File: src/rtl/ofs_prog_pkg.sv
package ofs_prog_pkg;

    // Encoding matters: it is {sel_en_n, sel_data} sampled in reset.
    typedef enum logic [1:0] {
        MODE_PARLOAD  = 2'b00,
        MODE_PRESET_S = 2'b01,
        MODE_PRESET_L = 2'b10,
        MODE_SERIAL   = 2'b11
    } ofs_mode_e;

    typedef enum logic [2:0] {
        ST_CAPT,
        ST_HOLD,
        ST_LOAD_HI,
        ST_LOAD_LO,
        ST_SHIFT,
        ST_RUN
    } ofs_state_e;

endpackage

File: src/rtl/ofs_mode_decode.sv
module ofs_mode_decode
    import ofs_prog_pkg::*;
#(
    parameter int OFS_W        = 9,
    parameter int PRESET_SMALL = 8,
    parameter int PRESET_LARGE = 64
) (
    input  logic [1:0]       sel,
    output ofs_mode_e        mode,
    output logic             is_preset,
    output logic [OFS_W-1:0] preset_val
);

    always_comb begin
        mode       = ofs_mode_e'(sel);
        is_preset  = 1'b0;
        preset_val = '0;
        case (mode)
            MODE_PRESET_S: begin
                is_preset  = 1'b1;
                preset_val = OFS_W'(PRESET_SMALL);
            end
            MODE_PRESET_L: begin
                is_preset  = 1'b1;
                preset_val = OFS_W'(PRESET_LARGE);
            end
            default: ;
        endcase
    end

endmodule

File: src/rtl/ofs_bit_shifter.sv
module ofs_bit_shifter #(
    parameter int BITS = 18
) (
    input  logic            clk,
    input  logic            clr,
    input  logic            shift_en,
    input  logic            bit_in,
    output logic [BITS-1:0] word,
    output logic            full
);

    localparam int CNT_W = $clog2(BITS + 1);

    typedef struct packed {
        logic [BITS-1:0]  word;
        logic [CNT_W-1:0] count;
    } shf_t;

    shf_t cur_q, nx_d;

    assign full = (cur_q.count == CNT_W'(BITS));
    assign word = cur_q.word;

    always_comb begin
        nx_d = cur_q;
        if (clr) begin
            nx_d.word  = '0;
            nx_d.count = '0;
        end else if (shift_en && !full) begin
            nx_d.word  = {cur_q.word[BITS-2:0], bit_in};
            nx_d.count = cur_q.count + CNT_W'(1);
        end
    end

    always_ff @(posedge clk) begin
        cur_q <= nx_d;
    end

    // once complete, the word is frozen until the next clear
    a_r10_full_frozen: assert property (@(posedge clk) disable iff (clr)
        full |=> (full && $stable(word)));

    // no enable, no movement
    a_r7_idle_hold: assert property (@(posedge clk) disable iff (clr)
        !shift_en |=> $stable(word));

endmodule

File: src/rtl/ofs_prog_ctrl.sv
module ofs_prog_ctrl
    import ofs_prog_pkg::*;
#(
    parameter int DEPTH         = 512,
    parameter int OFS_W         = $clog2(DEPTH),
    parameter int PRESET_SMALL  = 8,
    parameter int PRESET_LARGE  = 64,
    parameter int RELEASE_EDGES = 2
) (
    input  logic             clk,
    input  logic             rst_n,
    input  logic             sel_en_n,
    input  logic             sel_data,
    input  logic             wr_qual,
    input  logic [OFS_W-1:0] wr_low,
    output logic [OFS_W-1:0] ae_offset,
    output logic [OFS_W-1:0] af_offset,
    output logic             wr_allow,
    output logic             wr_divert
);

    localparam int SER_BITS = 2 * OFS_W;
    localparam int HOLD_W   = $clog2(RELEASE_EDGES + 1);

    typedef struct packed {
        ofs_state_e        state;
        ofs_mode_e         mode;
        logic [HOLD_W-1:0] hold;
        logic [OFS_W-1:0]  ae;
        logic [OFS_W-1:0]  af;
    } ctl_t;

    ctl_t cur_q, nx_d;

    ofs_mode_e             dec_mode;
    logic                  dec_is_preset;
    logic [OFS_W-1:0]      dec_preset;
    logic [SER_BITS-1:0]   chain_word;
    logic                  chain_full;
    logic                  chain_shift;

    ofs_mode_decode #(
        .OFS_W       (OFS_W),
        .PRESET_SMALL(PRESET_SMALL),
        .PRESET_LARGE(PRESET_LARGE)
    ) u_decode (
        .sel       ({sel_en_n, sel_data}),
        .mode      (dec_mode),
        .is_preset (dec_is_preset),
        .preset_val(dec_preset)
    );

    assign chain_shift = rst_n && (cur_q.mode == MODE_SERIAL) && !sel_en_n;

    ofs_bit_shifter #(
        .BITS(SER_BITS)
    ) u_shifter (
        .clk     (clk),
        .clr     (!rst_n),
        .shift_en(chain_shift),
        .bit_in  (sel_data),
        .word    (chain_word),
        .full    (chain_full)
    );

    always_comb begin
        nx_d = cur_q;
        if (!rst_n) begin
            nx_d.state = ST_CAPT;
            nx_d.mode  = dec_mode;
            nx_d.hold  = '0;
            nx_d.ae    = dec_is_preset ? dec_preset : '0;
            nx_d.af    = dec_is_preset ? dec_preset : '0;
        end else begin
            case (cur_q.state)
                ST_CAPT: begin
                    nx_d.state = (cur_q.mode == MODE_SERIAL) ? ST_SHIFT : ST_HOLD;
                    nx_d.hold  = HOLD_W'(1);
                end
                ST_HOLD: begin
                    if (cur_q.hold >= HOLD_W'(RELEASE_EDGES - 1)) begin
                        nx_d.state = (cur_q.mode == MODE_PARLOAD) ? ST_LOAD_HI : ST_RUN;
                    end else begin
                        nx_d.hold = cur_q.hold + HOLD_W'(1);
                    end
                end
                ST_LOAD_HI: begin
                    if (wr_qual) begin
                        nx_d.af    = wr_low;
                        nx_d.state = ST_LOAD_LO;
                    end
                end
                ST_LOAD_LO: begin
                    if (wr_qual) begin
                        nx_d.ae    = wr_low;
                        nx_d.state = ST_RUN;
                    end
                end
                ST_SHIFT: begin
                    if (chain_full) nx_d.state = ST_RUN;
                end
                default: ;
            endcase
        end
    end

    always_ff @(posedge clk) begin
        cur_q <= nx_d;
    end

    assign ae_offset = (cur_q.mode == MODE_SERIAL) ? chain_word[OFS_W-1:0] : cur_q.ae;
    assign af_offset = (cur_q.mode == MODE_SERIAL) ? chain_word[SER_BITS-1:OFS_W] : cur_q.af;
    assign wr_allow  = (cur_q.state == ST_LOAD_HI) || (cur_q.state == ST_LOAD_LO)
                    || (cur_q.state == ST_RUN);
    assign wr_divert = (cur_q.state == ST_LOAD_HI) || (cur_q.state == ST_LOAD_LO);

    // the captured mode never moves outside reset
    a_r1_mode_held: assert property (@(posedge clk) disable iff (!rst_n)
        $past(rst_n) |-> $stable(cur_q.mode));

    // a diverted write is always an accepted write
    a_r4_divert_needs_allow: assert property (@(posedge clk) disable iff (!rst_n)
        wr_divert |-> wr_allow);

    // outside serial mode, writes open only after the release timer
    a_r3_allow_after_hold: assert property (@(posedge clk) disable iff (!rst_n)
        ($rose(wr_allow) && cur_q.mode != MODE_SERIAL) |-> $past(cur_q.state == ST_HOLD));

    // serial mode opens writes only with a complete stream
    a_r9_serial_gate: assert property (@(posedge clk) disable iff (!rst_n)
        (cur_q.mode == MODE_SERIAL && wr_allow) |-> chain_full);

    // offsets are frozen in normal running
    a_r5_offsets_frozen: assert property (@(posedge clk) disable iff (!rst_n)
        (cur_q.state == ST_RUN) |=> ($stable(ae_offset) && $stable(af_offset)));

endmodule

File: config.mk
export PLATFORM = sky130hd
export DESIGN_NAME = ofs_prog_ctrl
export DESIGN_NICKNAME = d
export VERILOG_FILES = /design/src/rtl/ofs_prog_pkg.sv /design/src/rtl/ofs_mode_decode.sv /design/src/rtl/ofs_bit_shifter.sv /design/src/rtl/ofs_prog_ctrl.sv
export SDC_FILE = /design/constraint.sdc
export NUM_CORES = 1
export LEC_CHECK = 0
export BUFFER_PORTS_ARGS = -buffer_cell sky130_fd_sc_hd__buf_2
export CAP_MARGIN = 5
export CORE_ASPECT_RATIO = 0.75
export CORE_MARGIN = 4
export CORE_UTILIZATION = 59
export CTS_CLUSTER_SIZE = 28
export DETAILED_ROUTE_END_ITERATION = 12
export HOLD_SLACK_MARGIN = 0.15
export PLACE_DENSITY_LB_ADDON = 0.25
export SYNTH_ARGS = -nofsm -noshare
export SYNTH_HDL_FRONTEND = slang
export SYNTH_SLANG_ARGS = --single-unit
File: constraint.sdc
create_clock -name clk -period 3.67 [get_ports clk]
set_input_delay 0.734 -clock clk [delete_from_list [all_inputs] [get_ports clk]]
set_output_delay 0.734 -clock clk [all_outputs]
set_load 0.01 [all_outputs]
Word level (Yosys, flattened, before mapping)
Cells that the tools add are included.
- multiplexer cells: 18
- order comparisons: 1
- add/subtract/negate cells: 2
- reduce and logical (&&, ||, !) cells: 16
- eq/ne operators: 17
- operators with widths (operator ; count):
    $mux 9 ; 6
    $mux 18 ; 1
    $mux 3 ; 6
    $pmux 3 s5 ; 1
    $pmux 7 s2 ; 1
    $ne 2x1->1 const B ; 4
    $ne 2x2->1 const B ; 4
    $eq 3x2->1 const B ; 2
    $eq 3x3->1 const B ; 2
    $reduce_and 2->1 ; 3
    $add 5x1->5 const B ; 1
    $eq 5x5->1 const B ; 1
    $reduce_and 5->1 ; 1
    $reduce_bool 5->1 ; 1
    $eq 2x2->1 const B ; 2
    $pmux 2 s2 ; 1
    $eq 3x1->1 const B ; 1
    $logic_and 1x1->1 ; 3
    $logic_not 3->1 ; 1
    $add 2x1->2 const B ; 1
    $eq 2x1->1 const B ; 1
    $ge 2x1->1 const B ; 1
    $logic_not 1->1 ; 2
    $logic_not 2->1 ; 1
    other kinds (5) ; 6
- register bits: 48

Longest topological paths before layout
Gate-level depths: netlist (run 1).
- depth after elaboration: 5
- depth in mapped cells: 7
- gate-level depth less buffers: 6

Modules after synthesis
From an unflattened synthesis (run 1), not the netlist that was laid out.
- cells, all modules: 226
- area total of the unflattened synthesis: 2489.9 sq um
- by module, submodules not included (module ; area each (sq um) ; seq. area each (sq um) ; cells each ; instances):
    ofs_prog_ctrl ; 1302.5 ; 700.7 ; 105 ; 1
    ofs_bit_shifter ; 1079.8 ; 460.4 ; 106 ; 1
    ofs_mode_decode ; 107.6 ; 0.0 ; 15 ; 1

Worst setup path after synthesis (run 1)
No wires, ideal clock.
- path type: register to output
- from: reg cur_q[20] in the netlist's numbering
- to: out ae_offset[0]
- arrival: 1.177 ns
- buffers on the path: 1
- cell stages (with the launch flop): 4
- slack: 1.759 ns
- path through: edfxtp_1 nand2_1 clkbuf_1 mux2_2
- longest elaborated chain between the ends: 2
- ends and longest elaborated chain (what ; line ; RTL):
    from (decl) ; ofs_prog_ctrl.sv:33 ; ctl_t cur_q, nx_d;
    from (signal assigned) ; ofs_prog_ctrl.sv:108 ; cur_q <= nx_d;
    $eq 2x2->1 ; ofs_prog_ctrl.sv:111 ; assign ae_offset = (cur_q.mode == MODE_SERIAL) ? chain_word[OFS_W-1:0] : cur_q.ae;
    $mux 9 ; ofs_prog_ctrl.sv:111 ;
    to (decl) ; ofs_prog_ctrl.sv:16 ; output logic [OFS_W-1:0] ae_offset,
Every way passes these cells.

Worst setup path after layout (run 1)
- from: reg cur_q[21] in the netlist's numbering
- to: out af_offset[3]
- longest elaborated chain between the ends: 2
- ends and longest elaborated chain (what ; line ; RTL):
    $eq 2x2->1 ; ofs_prog_ctrl.sv:112 ; assign af_offset = (cur_q.mode == MODE_SERIAL) ? chain_word[SER_BITS-1:OFS_W] : cur_q.af;
    $mux 9 ; ofs_prog_ctrl.sv:112 ;
    to (decl) ; ofs_prog_ctrl.sv:17 ; output logic [OFS_W-1:0] af_offset,
Every way passes these cells.

==> reports/results.tsv, run 1 <==
metric	value	unit
stdcell_count	279	
via_per_inst	5.491	
hold_class	reg2reg	
synth.area.top_cells	edfxtp_1 (29%), dfxtp_1 (27%), mux2_2 (9.7%)	
rows	18	
io-pin-count	34	
pwr-share-clk	0.330	
synth-compound-area-share	0.09178	
switching_power	274.9	uW
die_area	4587	um^2
synth_top_family_by_area	simple AND/OR/NAND/NOR gates	
synth_fa_ha_area_frac	0.01788	
max_stage_delay	0.62	ns
pwr-share-seq	0.538	
max_cap_viol_count	0	
setup_tns	0	ns
clockBufferDepth	2	
cts_tree	built	
rsz0062_at_grt	false	
utilization	0.7092	
synth_top_area_cell	edfxtp_1	
postRouteAntennaNets	0	
p_int	850.7	uW
synthMuxAreaShare	0.09654	
finalHoldViolCount	0	
nFillCells	258	
place_area	2273	um^2
seq_area_frac_synth	0.5530	
syn-cell-area	2100	um^2
outcome	finished clean	
grt_pass1_wl	6.527	mm
final_area	2380	um^2
grt_max_degree	30	
vias	1532	
antenna_found_initial	0	
numCtsBuffers	5	
placeableCoreArea	3356	um^2
drt-total-wl	4.106	mm
die_h	59.66	um
ys_types	32	
combinationalPowerShare	0.132	
cts_resized	0	
setup_violations	0	
synth.top_cell.area_share	0.2861	
syn_nets	223	
cts_htree_levels	2	
synth_cells	206	
peakVddDrop	0.3637	mV
cp_cell_sequence	nand2_1 > mux2_2 > buf_2	
worst_pin_slew	0.8177	ns
synth-simple-area-share	0.1865	
drt_iter0_drc	93	
clk_pin_slew	0.09	ns
powerDensity	473.0	nW/um^2
nets	255	
cp_slowest_cell	nand2_1	
grt_pass1_vias	1326	
cts_setup_buffers	0	
slew_viol_final	0	
start_util	0.6257	
clk_latency	0.30	ns
cp.arrival	1.91	ns
dp_cells	271	
ys_warn_count	0	
gp_congestion	0.8715	
critPathLaunchType	register	
power.total	1.126	mW
root_buffer	clkbuf_8	
area_growth	13.35	%
r2r_slack	1.99	ns
end_kind	output pin	
ctsHoldBuffers	0	
dr.pass1.iters	4	
finClkSkew	0.004060	ns
crit_fanout	20	
fmax	377.8	MHz
synth-xor-area-share	0.01669	
die_w	76.88	um
port_buffers	33	
antenna_cells	0	
drive_gt1_frac	0.2678	
period_minus_slack	2.647	ns
max_slew_margin	0.4535	
hpwl	2.841	mm
track_usage	0.1899	
swShare	0.2442	
p_leak	0.9360	nW
drc	0	
post-route-period-util	0.7213	
crit_type	reg2out	
clock_sinks	48	
worstPathRequired	2.94	ns
grt_overflow	0	
wl_per_cell	14.72	um
avgSynthCellArea	10.19	um^2
ys_seq_elements	48	
-- cell type report --
type / instances / area, um^2 / share of cell area
sequential: 48 / 1161 / 0.4879
multi-input combinational: 142 / 859.6 / 0.3612
timing repair buffer: 35 / 180.2 / 0.07571
clock buffer: 5 / 68.82 / 0.02892
tap: 40 / 50.05 / 0.02103
clock inverter: 3 / 37.54 / 0.01577
inverter: 6 / 22.52 / 0.009464
-- worst max-delay path, delay by kind of cell (launching register included) --
| kind | cells | cell delay (ns) |
|---|---|---|
| AND/OR/NAND/NOR | 1 | 0.62 |
| multiplexers | 1 | 0.42 |
| flip-flops | 1 | 0.41 |
| buffers and inverters | 1 | 0.14 |
-- routing by layer --
metal  vias up  GRT usage  share of wire
li1        772          -              -
met1       712     0.2789           0.51
met2        40     0.2730           0.42
met3         8    0.04669          0.057
met4         0    0.06977          0.012
met5         -          0              0
-- power by group through the flow --
| stage | combinational, mW | clock (mW) | sequential (mW) |
|---|---|---|---|
| global placement | 0.145 | 0 | 0.616 |
| floorplan | 0.113 | 0 | 0.606 |
| CTS | 0.149 | 0.375 | 0.605 |
| detailed placement | 0.148 | 0 | 0.616 |
| finish | 0.149 | 0.372 | 0.605 |
| global route | 0.165 | 0.400 | 0.609 |
-- flip-flops by register name (all words and copies together) (netlist names) --
register and flops:
u_shifter.word 18, u_shifter.cur_q 5, cur_q 25
-- final timing paths --
kind | depth (start not counted) | start | end
worst min-delay path | 2 | u_shifter.word[17] | u_shifter.word[17]
worst max register to register | 6 | cur_q[18] | cur_q[22]
worst min register to register | 2 | u_shifter.word[17] | u_shifter.word[17]
worst max-delay path | 3 | cur_q[21] | af_offset[3]
-- metrics by stage --
step,setup WS [ns],hold slack [ns]
detailed placement,1.358,0.4498
floorplan,1.759,0.4338
global placement,1.397,0.4463
CTS,1.018,0.4616
finish,1.023,0.4604
global route,0.9331,0.4835
-- cells in the mapped netlist --
master     instances
a211oi_1           1
a21oi_1           23
a222oi_1           1
a22o_1             1
and2_1             7
and2_4             1
and3_1             1
and4b_1            2
buf_1              1
buf_2              3
buf_6              2
clkbuf_1           4
dfxtp_1           28
edfxtp_1          20
ha_1               3
inv_1              5
inv_2              1
mux2_2            18
nand2_1           46
nand2_2            1
nand2b_1           3
nand3_1            3
nand4_1            2
nand4bb_4          1
nor2_1            11
nor2b_1            1
o21ai_0            9
o22ai_1            1
or2_2              1
or3_1              1
xnor2_1            1
xor2_1             3
-- placed cells by master, fill, tap and decap left out, types with 2 or more instances in the layout --
cell type / count
nand2_1: 46
buf_2: 33
dfxtp_1: 28
a21oi_1: 23
edfxtp_1: 20
mux2_2: 18
nor2_1: 11
o21ai_0: 9
and2_1: 7
inv_1: 5
clkbuf_8: 5
nand2b_1: 3
xor2_1: 3
nand3_1: 3
ha_1: 3
and4b_1: 2
nand4_1: 2
clkinv_1: 2
buf_4: 2
-- cells by family after synthesis --
logic type | count (synthesis)
buffers and inverters | 16
multiplexers | 18
adder cells (fa/ha/maj) | 3
AND/OR/NAND/NOR | 81
AO/OA/AOI/OAI | 36
flip-flops | 48
XOR/XNOR | 4
Note: power is estimated with default switching activity, not from simulation.
==> run 2, diff against run 1 <==
- CORE_UTILIZATION: 59 -> 50
- clock period: 3.67 -> 2.2 ns (I/O delays scaled with it)
==> run 2 against run 1 <==
Net effect: critical path depth increased by 1; register-to-register slack got worse by 1.5 ns; routed wire length increased by 0.19%; via count decreased by 2.7%; combinational power increased by 68%; worst setup slack got worse by 0.86 ns; flip-flop and latch count unchanged; cell area increased by 1.1%; clock power increased by 37%; final cell count increased by 6.5%; critical path type unchanged; highest routed layer unchanged.
==> reports/results.tsv, run 2 (synthesis gave the netlist of run 1 again) <==
metric	value	unit
antenna_found_initial	0	
grt_pass1_wl	7.072	mm
max_slew_margin	0.7551	
peakVddDrop	0.4414	mV
worst_pin_slew	0.3673	ns
drc	0	
slew_viol_final	0	
die_w	82.83	um
grt_overflow	0	
nFillCells	371	
fmax	490.6	MHz
finClkSkew	0.002328	ns
setup_tns	0	ns
die_h	64.12	um
layout_commonest_cell	nand2_1	
port_buffers	33	
area_growth	14.54	%
switching_power	456.2	uW
via_per_inst	5.020	
clk_latency	0.30	ns
timing.rr.start	cur_q[18]	
critPathLaunchType	register	
pwr-share-clk	0.287	
final_area	2405	um^2
max_stage_delay	0.42	ns
multi_input_area	862.1	um^2
nets	258	
setup_violations	0	
clock_sinks	48	
largest_reg_flops	25	
start_util	0.5179	
gp_congestion	0.7728	
wl_per_cell	13.85	um
pwr-share-seq	0.571	
final_cell_mix	nand2_1 (45), buf_2 (33), dfxtp_1 (28), a21oi_1 (23), edfxtp_1 (20)	
worstPathRequired	1.76	ns
placeableCoreArea	4054	um^2
drt-total-wl	4.114	mm
io-pin-count	34	
rsz0062_at_grt	false	
rows	20	
cp.arrival	1.60	ns
min_from	sel_en_n	
regArea	1161	um^2
grt_pass1_vias	1428	
hold_class	in2reg	
clk_pin_slew	0.08	ns
top_register	cur_q	
swShare	0.2580	
vias	1491	
period_minus_slack	2.038	ns
root_buffer	clkbuf_8	
cts_htree_levels	2	
antenna_cells	0	
ctsHoldBuffers	0	
die_area	5311	um^2
track_usage	0.1695	
grt_max_degree	22	
crit_fanout	11	
postRouteAntennaNets	0	
p_leak	0.9347	nW
utilization	0.5932	
combinationalPowerShare	0.142	
finalHoldViolCount	0	
crit_type	reg2out	
p_int	1.312	mW
post-route-period-util	0.9266	
numCtsBuffers	5	
end_kind	output pin	
cp_cell_sequence	nand2_2 > buf_4 > mux2_2 > buf_2	
max_cap_viol_count	0	
dr.pass1.iters	4	
powerDensity	735.3	nW/um^2
setup.worst_path.start	cur_q[20]	
place_area	2315	um^2
cp_slowest_cell	edfxtp_1	
hpwl	2.943	mm
outcome	finished clean	
clockBufferDepth	2	
drive_gt1_frac	0.2851	
cts_tree	built	
drt_iter0_drc	81	
[run 2: changes by cell type in the layout (fill, tap and decap cells not counted), sizes merged]
cell / before / now
clkinv: 2 / 1
buf: 35 / 38
bufinv: 1 / 0
clkinvlp: 0 / 2
[run 2: path summary, 6_finish.rpt]
check / endpoint / slack (ns) / cells past startpoint
worst max-delay path: ae_offset[6] / 0.16 / 4
worst min-delay path: cur_q[21] / 0.36 / 1
worst max register to register: cur_q[22] / 0.50 / 6
worst min register to register: u_shifter.word[7] / 0.47 / 2
[run 2: critical path: cells and delay by family, from the launching register on]
family / cells / cell delay [ns]
buf+inv: 2 / 0.36
flops: 1 / 0.42
mux: 1 / 0.36
simple gates: 1 / 0.16
[run 2: repair_timing]
item / in CTS / in global routing
resized for setup: 0 / 1
setup buffers: 0 / 0
endpoints found under the setup margin: 0 / 3
[run 2: layout make-up]
cell class              count  area share
well taps                  55     0.02862
clock inverters             3    0.007804
repair buffers             38     0.08429
flip-flops and latches     48      0.4828
inverters                   6    0.009365
multi-input cells         142      0.3585
clock buffers               5     0.02862
[run 2: power groups by stage]
stage / sequential, mW / clock [mW] / combinational [mW]
floorplan: 1.01 / 0 / 0.188
global placement: 1.03 / 0 / 0.250
detailed placement: 1.03 / 0 / 0.253
CTS: 1.01 / 0.519 / 0.254
global route: 1.02 / 0.558 / 0.286
finish: 1.01 / 0.508 / 0.251
[run 2: per-layer routing]
| metal | wire length, um | share of wire | track usage |
|---|---|---|---|
| met1 | 2169 | 0.53 | 0.2627 |
| met2 | 1703 | 0.41 | 0.2300 |
| met3 | 224 | 0.054 | 0.04253 |
| met4 | 17 | 0.0041 | 0.04898 |
| met5 | 0 | 0 | 0 |
[run 2: stage by stage]
stage	instances	worst slack [ns]	total power, mW	hold WS (ns)
finish	297	0.1615	1.768	0.3640
detailed placement	289	0.4215	1.282	0.4609
global route	297	0.07728	1.862	0.3518
floorplan	206	0.4801	1.199	0.4338
global placement	289	0.4689	1.279	0.4567
CTS	297	0.07110	1.781	0.3533
